--- src/rtl/rtc_tick_pkg.sv ---
package rtc_tick_pkg;

  // Flag sources and their bit positions in flags, intEn and clrData
  localparam int SRC_COUNT = 2;
  localparam int ALARM_IDX = 0;
  localparam int TICK_IDX  = 1;

  // Strobes from control to the flag datapath
  typedef struct packed {
    logic [SRC_COUNT-1:0] setEv;
    logic [SRC_COUNT-1:0] clrEv;
  } flagStrobes_t;

endpackage

--- src/rtl/rtc_tick_div.sv ---
module rtc_tick_div #(
  parameter int DIV_BITS = 15
) (
  input  logic                clk,
  input  logic                rstN,
  output logic [DIV_BITS-1:0] cnt
);

  // Free-running divider; it is never reloaded, so changing the tick code keeps the phase
  always_ff @(posedge clk or negedge rstN) begin
    if (!rstN) cnt <= '0;
    else       cnt <= cnt + 1'b1;
  end

endmodule

--- src/rtl/rtc_tick_ctrl.sv ---
module rtc_tick_ctrl
  import rtc_tick_pkg::*;
#(
  parameter int DIV_BITS = 15,
  parameter int SEL_W    = 3
) (
  input  logic                 clk,
  input  logic                 rstN,
  input  logic [DIV_BITS-1:0]  cnt,
  input  logic [SEL_W-1:0]     tickSel,
  input  logic                 alarmHit,
  input  logic                 clrWr,
  input  logic [SRC_COUNT-1:0] clrData,
  output logic                 tickPulse,
  output flagStrobes_t         strobes
);

  localparam int NUM_SEL = 1 << SEL_W;

  logic [NUM_SEL-1:0] selHit;

  // Code k ticks when the low (DIV_BITS-k) divider bits are all ones
  for (genvar k = 0; k < NUM_SEL; k++) begin : g_sel
    assign selHit[k] = &cnt[DIV_BITS-1-k:0];
  end

  assign tickPulse = selHit[tickSel];

  always_comb begin
    strobes = '0;
    strobes.setEv[ALARM_IDX] = alarmHit;
    strobes.setEv[TICK_IDX]  = tickPulse;
    strobes.clrEv            = clrWr ? clrData : '0;
  end

  // a tick never lasts more than one cycle
  a_r3_single_cycle: assert property (@(posedge clk) disable iff (!rstN)
    tickPulse |=> !tickPulse);

endmodule

--- src/rtl/rtc_tick_flags.sv ---
module rtc_tick_flags
  import rtc_tick_pkg::*;
(
  input  logic                 clk,
  input  logic                 rstN,
  input  flagStrobes_t         strobes,
  input  logic [SRC_COUNT-1:0] intEn,
  output logic [SRC_COUNT-1:0] flags,
  output logic                 irq,
  output logic                 wakeReq
);

  for (genvar i = 0; i < SRC_COUNT; i++) begin : g_flag
    // Set has priority over clear
    always_ff @(posedge clk or negedge rstN) begin
      if (!rstN)                  flags[i] <= 1'b0;
      else if (strobes.setEv[i])  flags[i] <= 1'b1;
      else if (strobes.clrEv[i])  flags[i] <= 1'b0;
    end

    // a set event always leaves the flag high
    a_r7_set_wins: assert property (@(posedge clk) disable iff (!rstN)
      strobes.setEv[i] |=> flags[i]);
    // a clear without a set drops the flag
    a_r6_clear: assert property (@(posedge clk) disable iff (!rstN)
      (strobes.clrEv[i] && !strobes.setEv[i]) |=> !flags[i]);
    // no event, no change
    a_r6_hold: assert property (@(posedge clk) disable iff (!rstN)
      (!strobes.clrEv[i] && !strobes.setEv[i]) |=> $stable(flags[i]));
  end

  logic anyEnabled;
  assign anyEnabled = |(flags & intEn);
  assign irq        = anyEnabled;
  assign wakeReq    = anyEnabled;

endmodule

--- src/rtl/rtc_tick_irq.sv ---
module rtc_tick_irq
  import rtc_tick_pkg::*;
#(
  parameter int DIV_BITS = 15,
  parameter int SEL_W    = 3
) (
  input  logic                 clk,
  input  logic                 rstN,
  input  logic [SEL_W-1:0]     tickSel,
  input  logic                 alarmHit,
  input  logic [SRC_COUNT-1:0] intEn,
  input  logic                 clrWr,
  input  logic [SRC_COUNT-1:0] clrData,
  output logic                 tickPulse,
  output logic [SRC_COUNT-1:0] flags,
  output logic                 irq,
  output logic                 wakeReq
);

  logic [DIV_BITS-1:0] divCnt;
  flagStrobes_t        strobes;

  rtc_tick_div #(.DIV_BITS(DIV_BITS)) u_div (
    .clk  (clk),
    .rstN (rstN),
    .cnt  (divCnt)
  );

  rtc_tick_ctrl #(.DIV_BITS(DIV_BITS), .SEL_W(SEL_W)) u_ctrl (
    .clk       (clk),
    .rstN      (rstN),
    .cnt       (divCnt),
    .tickSel   (tickSel),
    .alarmHit  (alarmHit),
    .clrWr     (clrWr),
    .clrData   (clrData),
    .tickPulse (tickPulse),
    .strobes   (strobes)
  );

  rtc_tick_flags u_flags (
    .clk     (clk),
    .rstN    (rstN),
    .strobes (strobes),
    .intEn   (intEn),
    .flags   (flags),
    .irq     (irq),
    .wakeReq (wakeReq)
  );

  // with no flag set there is no request
  a_r8_quiet: assert property (@(posedge clk) disable iff (!rstN)
    (flags == '0) |-> (!irq && !wakeReq));
  // wake-up follows the interrupt gating
  a_r9_wake_tracks: assert property (@(posedge clk) disable iff (!rstN)
    wakeReq == irq);
  // a tick leaves the tick flag set
  a_r4_tick_sets: assert property (@(posedge clk) disable iff (!rstN)
    tickPulse |=> flags[TICK_IDX]);
  // an alarm match leaves the alarm flag set
  a_r5_alarm_sets: assert property (@(posedge clk) disable iff (!rstN)
    alarmHit |=> flags[ALARM_IDX]);

endmodule

--- config.mk ---
export PLATFORM = sky130hd
export DESIGN_NAME = rtc_tick_irq
export DESIGN_NICKNAME = d
export VERILOG_FILES = /design/src/rtl/rtc_tick_pkg.sv /design/src/rtl/rtc_tick_div.sv /design/src/rtl/rtc_tick_ctrl.sv /design/src/rtl/rtc_tick_flags.sv /design/src/rtl/rtc_tick_irq.sv
export SDC_FILE = /design/constraint.sdc
export NUM_CORES = 1
export LEC_CHECK = 0
export BUFFER_PORTS_ARGS = -buffer_cell sky130_fd_sc_hd__buf_2
export CORE_UTILIZATION = 35
export DETAILED_ROUTE_END_ITERATION = 12
export SYNTH_ARGS = -nofsm -noshare
export SYNTH_HDL_FRONTEND = slang
export SYNTH_SLANG_ARGS = --single-unit
export TNS_END_PERCENT = 10
--- constraint.sdc ---
create_clock -name clk -period 1.7 [get_ports clk]
set_clock_uncertainty 0.2 [all_clocks]
set_input_delay 0.085 -clock clk [delete_from_list [all_inputs] [get_ports clk]]
set_output_delay 0.085 -clock clk [all_outputs]
set_load 0.05 [all_outputs]
### Word-level counts from Yosys, hierarchy flattened

Index checks and enable logic that the tools add are counted.

* input port bits: 11
* register bits after elaboration: 17
* output and inout port bits: 5

* reductions and logical operators: 11
* add/subtract/negate cells: 1
* bitwise operators: 1
* $lt $le $gt $ge: 1
* multiplexer cells: 7

Operator list (count)
* 15-bit by 1-bit adder with 15-bit output, second input constant: 1
* 15-bit AND reduction: 1
* 14-bit AND reduction: 1
* 13-bit AND reduction: 1
* 12-bit AND reduction: 1
* 11-bit AND reduction: 1
* 10-bit AND reduction: 1
* 9-bit AND reduction: 1
* 8-bit AND reduction: 1
* 1-bit 2-to-1 mux: 5
* 3-bit by 4-bit < comparator with 1-bit output, second input constant: 1
* 2-bit nonzero test: 2
* 1-bit binary-select mux with 3-bit select: 1
* 2-bit bitwise AND: 1
* 2-bit 2-to-1 mux: 1
* 2-bit OR reduction: 1

### Logic depth before layout (Yosys ltp)

* word-level depth: 4
* depth in mapped cells: 5
* depth with buffers taken out: 5

### Cells and area by module

From an unflattened synthesis, not the netlist that was laid out.

* cells, all modules: 80
* area, all modules: 849.6 um^2

Modules (own cells, without submodules)
* rtc_tick_div: area each 651.9 um^2, cells each 56, times used 1
* rtc_tick_ctrl: area each 107.6 um^2, cells each 16, times used 1
* rtc_tick_flags: area each 90.1 um^2, cells each 8, times used 1

### Worst setup path after synthesis

No wires, ideal clock.

* path kind: flip-flop to output port
* start point: register u_flags.flags[0]
* end point: output port wakeReq
* path slack: -39 ps
* cell stages (with the launch flop): 3
* buffers on the path: 1
* arrival: 1454 ps
* cells stage by stage: dfrtp_1 a22o_1 buf_4

* word-level cells in the longest chain between the ends: 2

RTL lines
* start, declared: RTL line rtc_tick_flags.sv:8 `output logic [SRC_COUNT-1:0] flags,`
* start signal, assigned by index: RTL line rtc_tick_flags.sv:16 `if (!rstN) flags[i] <= 1'b0;`
* start signal, assigned by index: RTL line rtc_tick_flags.sv:17 `else if (strobes.setEv[i]) flags[i] <= 1'b1;`
* start signal, assigned by index: RTL line rtc_tick_flags.sv:18 `else if (strobes.clrEv[i]) flags[i] <= 1'b0;`
* 2-bit bitwise AND: RTL line rtc_tick_flags.sv:33 `assign anyEnabled = |(flags & intEn);`
* 2-bit OR reduction: RTL line rtc_tick_flags.sv:33
* end, declared: RTL line rtc_tick_irq.sv:17 `output logic wakeReq`

Every way passes these cells.

### Worst setup path in the final report

* start point: register u_div.cnt[0]
* end point: output port tickPulse

* word-level cells in the longest chain between the ends: 3
* elaborated cells on any way between the ends: 10
* classes of those cells: 2 x mux; 8 x reduce/logical

RTL lines
* start, declared: RTL line rtc_tick_div.sv:6 `output logic [DIV_BITS-1:0] cnt`
* start signal, assigned: RTL line rtc_tick_div.sv:12 `else cnt <= cnt + 1'b1;`
* 15-bit AND reduction, or another cell as far along: RTL line rtc_tick_ctrl.sv:24 `assign selHit[k] = &cnt[DIV_BITS-1-k:0];`
* 1-bit binary-select mux with 3-bit select (*): RTL line rtc_tick_ctrl.sv:27 `assign tickPulse = selHit[tickSel];`
* 1-bit 2-to-1 mux (implied by the code) (*): RTL line rtc_tick_ctrl.sv:27
* end, declared: RTL line rtc_tick_irq.sv:14 `output logic tickPulse,`

Every way passes the cells marked *; elsewhere a longest branch is shown, timed or not. The select of a mux whose other input is x is not followed.

==> flow_metrics.py <==
metrics = {
    "run_status": {
        "status": "finished with violations",
        "violations": "negative setup slack",
    },
    "setup_path": {
        "path_class": "register to primary output",
        "r2r-end": "u_flags.flags[1]",
        "reg2reg_slack_ns": 0.17,
        "cp-start-kind": "register",
        "reg2reg_depth": 6,
        "cp-end-kind": "primary output",
        "crit_path_max_fanout": 3,
        "worstReg2RegStart": "u_div.cnt[8]",
        "required_ns": 1.41,
        "arrival_ns": 1.42,
    },
    "power": {
        "pwr-share-comb": 0.092,
        "ir_worst_vdd_mv": 0.474,
        "p_switching_w": 0.000175,
        "internal_power_w": 0.000518,
        "p_clk_frac": 0.321,
        "seqPwrFrac": 0.587,
        "cellLeakagePower_nw": 0.575,
        "powerDensity_nw_per_um2": 645,
        "p_total_w": 0.000693,
        "swShare": 0.253,
    },
    "final_layout": {
        "drive_above_1_share": 0.398,
        "final_nets": 116,
        "diodes": 0,
        "area_delta_synth_final_pct": 38.6,
        "fin_util": 0.531,
        "fillers": 190,
    },
    "global_routing": {
        "busiest_layer": "met2",
        "grt_antenna_before_repair": 0,
        "grt_usage": 0.144,
        "grt_pass1_vias": 630,
        "use_met1": 0.175,
        "grt_start_max_net_pins": 18,
        "gr-total-overflow": 0,
        "grt_pass1_wl_mm": 2.62,
        "met3_usage": 0.0498,
        "use_met2": 0.238,
    },
    "drt": {
        "wl_mm": 1.49,
        "antenna_left": 0,
        "vias_per_cell": 4.76,
        "drt_iter0_markers": 5,
        "routedWlPerCell_um": 11.5,
        "drc": 0,
        "vias": 619,
        "first_pass_iters": 4,
    },
    "sta": {
        "finalSetupViolCount": 1,
        "fmax_ghz": 0.586,
        "min_period_ns": 1.71,
        "tightest_slew_ns": 0.380,
        "fin_crit_sh": 1.00,
        "setup_ws_ns": -0.00549,
        "slew_violations": 0,
        "rsz0062_at_grt": "true",
        "hold_viol_final": 0,
        "max_slew_margin": 0.747,
        "whs_ns": 0.0300,
    },
    "floorplan": {
        "ios": 16,
        "rows": 16,
        "die-area_sq_um": 2400,
        "core_sq_um": 2020,
        "start_util": 0.383,
        "die_w_um": 49.0,
        "die_h_um": 49.0,
    },
    "logic_synthesis": {
        "synth_area_leaders": "dfrtp_1, xnor2_1, xor2_1, nand4_1, nand2_1",
        "ys_seq_elements": 17,
        "synth_cell_types": 23,
        "syn_area_per_cell_sq_um": 11.6,
        "synthCells": 67,
        "ys_seq_area_frac": 0.549,
        "synth_area_sq_um": 774,
        "yosysWarnings": 0,
        "synth_top_area_frac": 0.549,
        "synth_top_area_cell": "dfrtp_1",
        "syn-num-nets": 79,
    },
    "clocking": {
        "root_buffer": "clkbuf_4",
        "clk_latency_ns": 0.29,
        "htreeDepth": 1,
        "cts_tree": "done",
        "numCtsBuffers": 3,
        "max-clock-path-buffers": 2,
        "cts.sinks": 17,
        "clkTransAtPathRegs_ns": 0.10,
    },
    "placement": {
        "gp_congestion": 0.718,
        "pre_cts_ws_ns": 0.113,
        "dp_hpwl_um": 867,
        "numPortBuffers": 15,
    },
    "job": {
        "drv_cap": 0,
    },
    "worst_hold_path": {
        "hold_path.class": "input pin to async pin",
    },
}
power groups by stage:
stage	registers, W	clock network, W	logic [W]
after floorplan	0.000420	0	0.0000238
after global placement	0.000415	0	0.0000532
after detailed placement	0.000415	0	0.0000539
after CTS	0.000407	0.000231	0.0000642
after global routing	0.000407	0.000248	0.0000693
final	0.000407	0.000222	0.0000636
sequential cells by signal, summed over array words and instances (netlist names):
signal and count:
u_div.cnt 15, u_flags.flags 2
placed cells by master (no fill, tap or decap), types with 4 or more instances in the layout:
| master | Yosys | layout |
|---|---|---|
| buf_4 | 1 | 13 |
| xor2_1 | 6 | 6 |
| xnor2_1 | 7 | 7 |
| inv_1 | 4 | 4 |
| buf_2 | 0 | 14 |
| nor2_1 | 4 | 4 |
| dfrtp_1 | 17 | 16 |
| nand2_1 | 5 | 5 |
| nand4_1 | 4 | 4 |
| dlygate4sd3_1 | 0 | 5 |
layer usage:
metal  part of all wire  vias to the layer above
met3              0.060                        2
met4             0.0094                        0
li1                   -                      305
met2               0.48                       24
met1               0.45                      288
met5                  0                        -
cells in the mapped netlist:
library cell,count
buf_4,1
xor2_1,6
xnor2_1,7
and3_1,1
nand3_1,3
a21o_1,2
nand4_2,1
o21ai_0,1
a22o_1,1
nor2_1,4
o21ai_2,1
and4_1,1
a2111oi_2,1
a21oi_1,2
dfrtp_1,17
nor2_4,1
o21a_1,1
nand4_1,4
nand2_1,5
inv_1,4
a211oi_1,1
nand3_2,1
ha_1,1
worst max path at each step:
stage | depth (start not counted) | startpoint | endpoint | slack, ns
finish | 5 | u_div.cnt[0] | tickPulse | -0.005
global route | 4 | u_div.cnt[10] | tickPulse | -0.10
CTS | 4 | u_div.cnt[12] | tickPulse | -0.03
detailed placement | 5 | u_div.cnt[0] | tickPulse | 0.11
global placement | 5 | u_div.cnt[0] | tickPulse | 0.12
floorplan | 5 | u_div.cnt[0] | u_flags.flags[1] | 0.02
final cells by class:
cell class              count  area (sq um)  area share
flip-flops and latches     17           427       0.397
inverters                   4          15.0      0.0140
multi-input cells          45           342       0.318
clock inverters             1          5.00     0.00466
clock buffers               3          22.5      0.0210
well taps                  27          33.8      0.0315
repair buffers             33           229       0.213
logic make-up (layout without fill, tap and decap cells):
family / after synthesis / in the layout / share of synthesized area
fa+ha+maj: 1 / 1 / 0.0162
xor+xnor: 13 / 13 / 0.147
simple gates: 21 / 21 / 0.158
buf+inv: 5 / 41 / 0.0291
compound gates: 10 / 10 / 0.100
flops: 17 / 17 / 0.549
through the flow:
step / setup TNS, ns / area, sq um / instances
floorplan: 0 / 776 / 67
global placement: 0 / 877 / 108
detailed placement: 0 / 877 / 108
CTS: -0.0323 / 1070 / 130
global route: -0.101 / 1070 / 130
finish: -0.00549 / 1070 / 130
repair_timing:
| item | CTS | global route |
|---|---|---|
| gates resized for setup | 6 | 0 |
| endpoints found under the setup margin | 1 | 1 |
| hold endpoints to repair | 19 | 0 |
| buffers inserted | 13 | 0 |
| hold buffers | 5 | 0 |
| pin swaps | 4 | 1 |
| gates cloned | 0 | 0 |
critical path, stage by stage, from the launching register on:
cell     delay [ns]
dfrtp_1        0.38
ha_2           0.22
nand3_4        0.10
nor2_4         0.10
o21a_1         0.16
buf_6          0.16
Power figures use the tool's default switching activity.
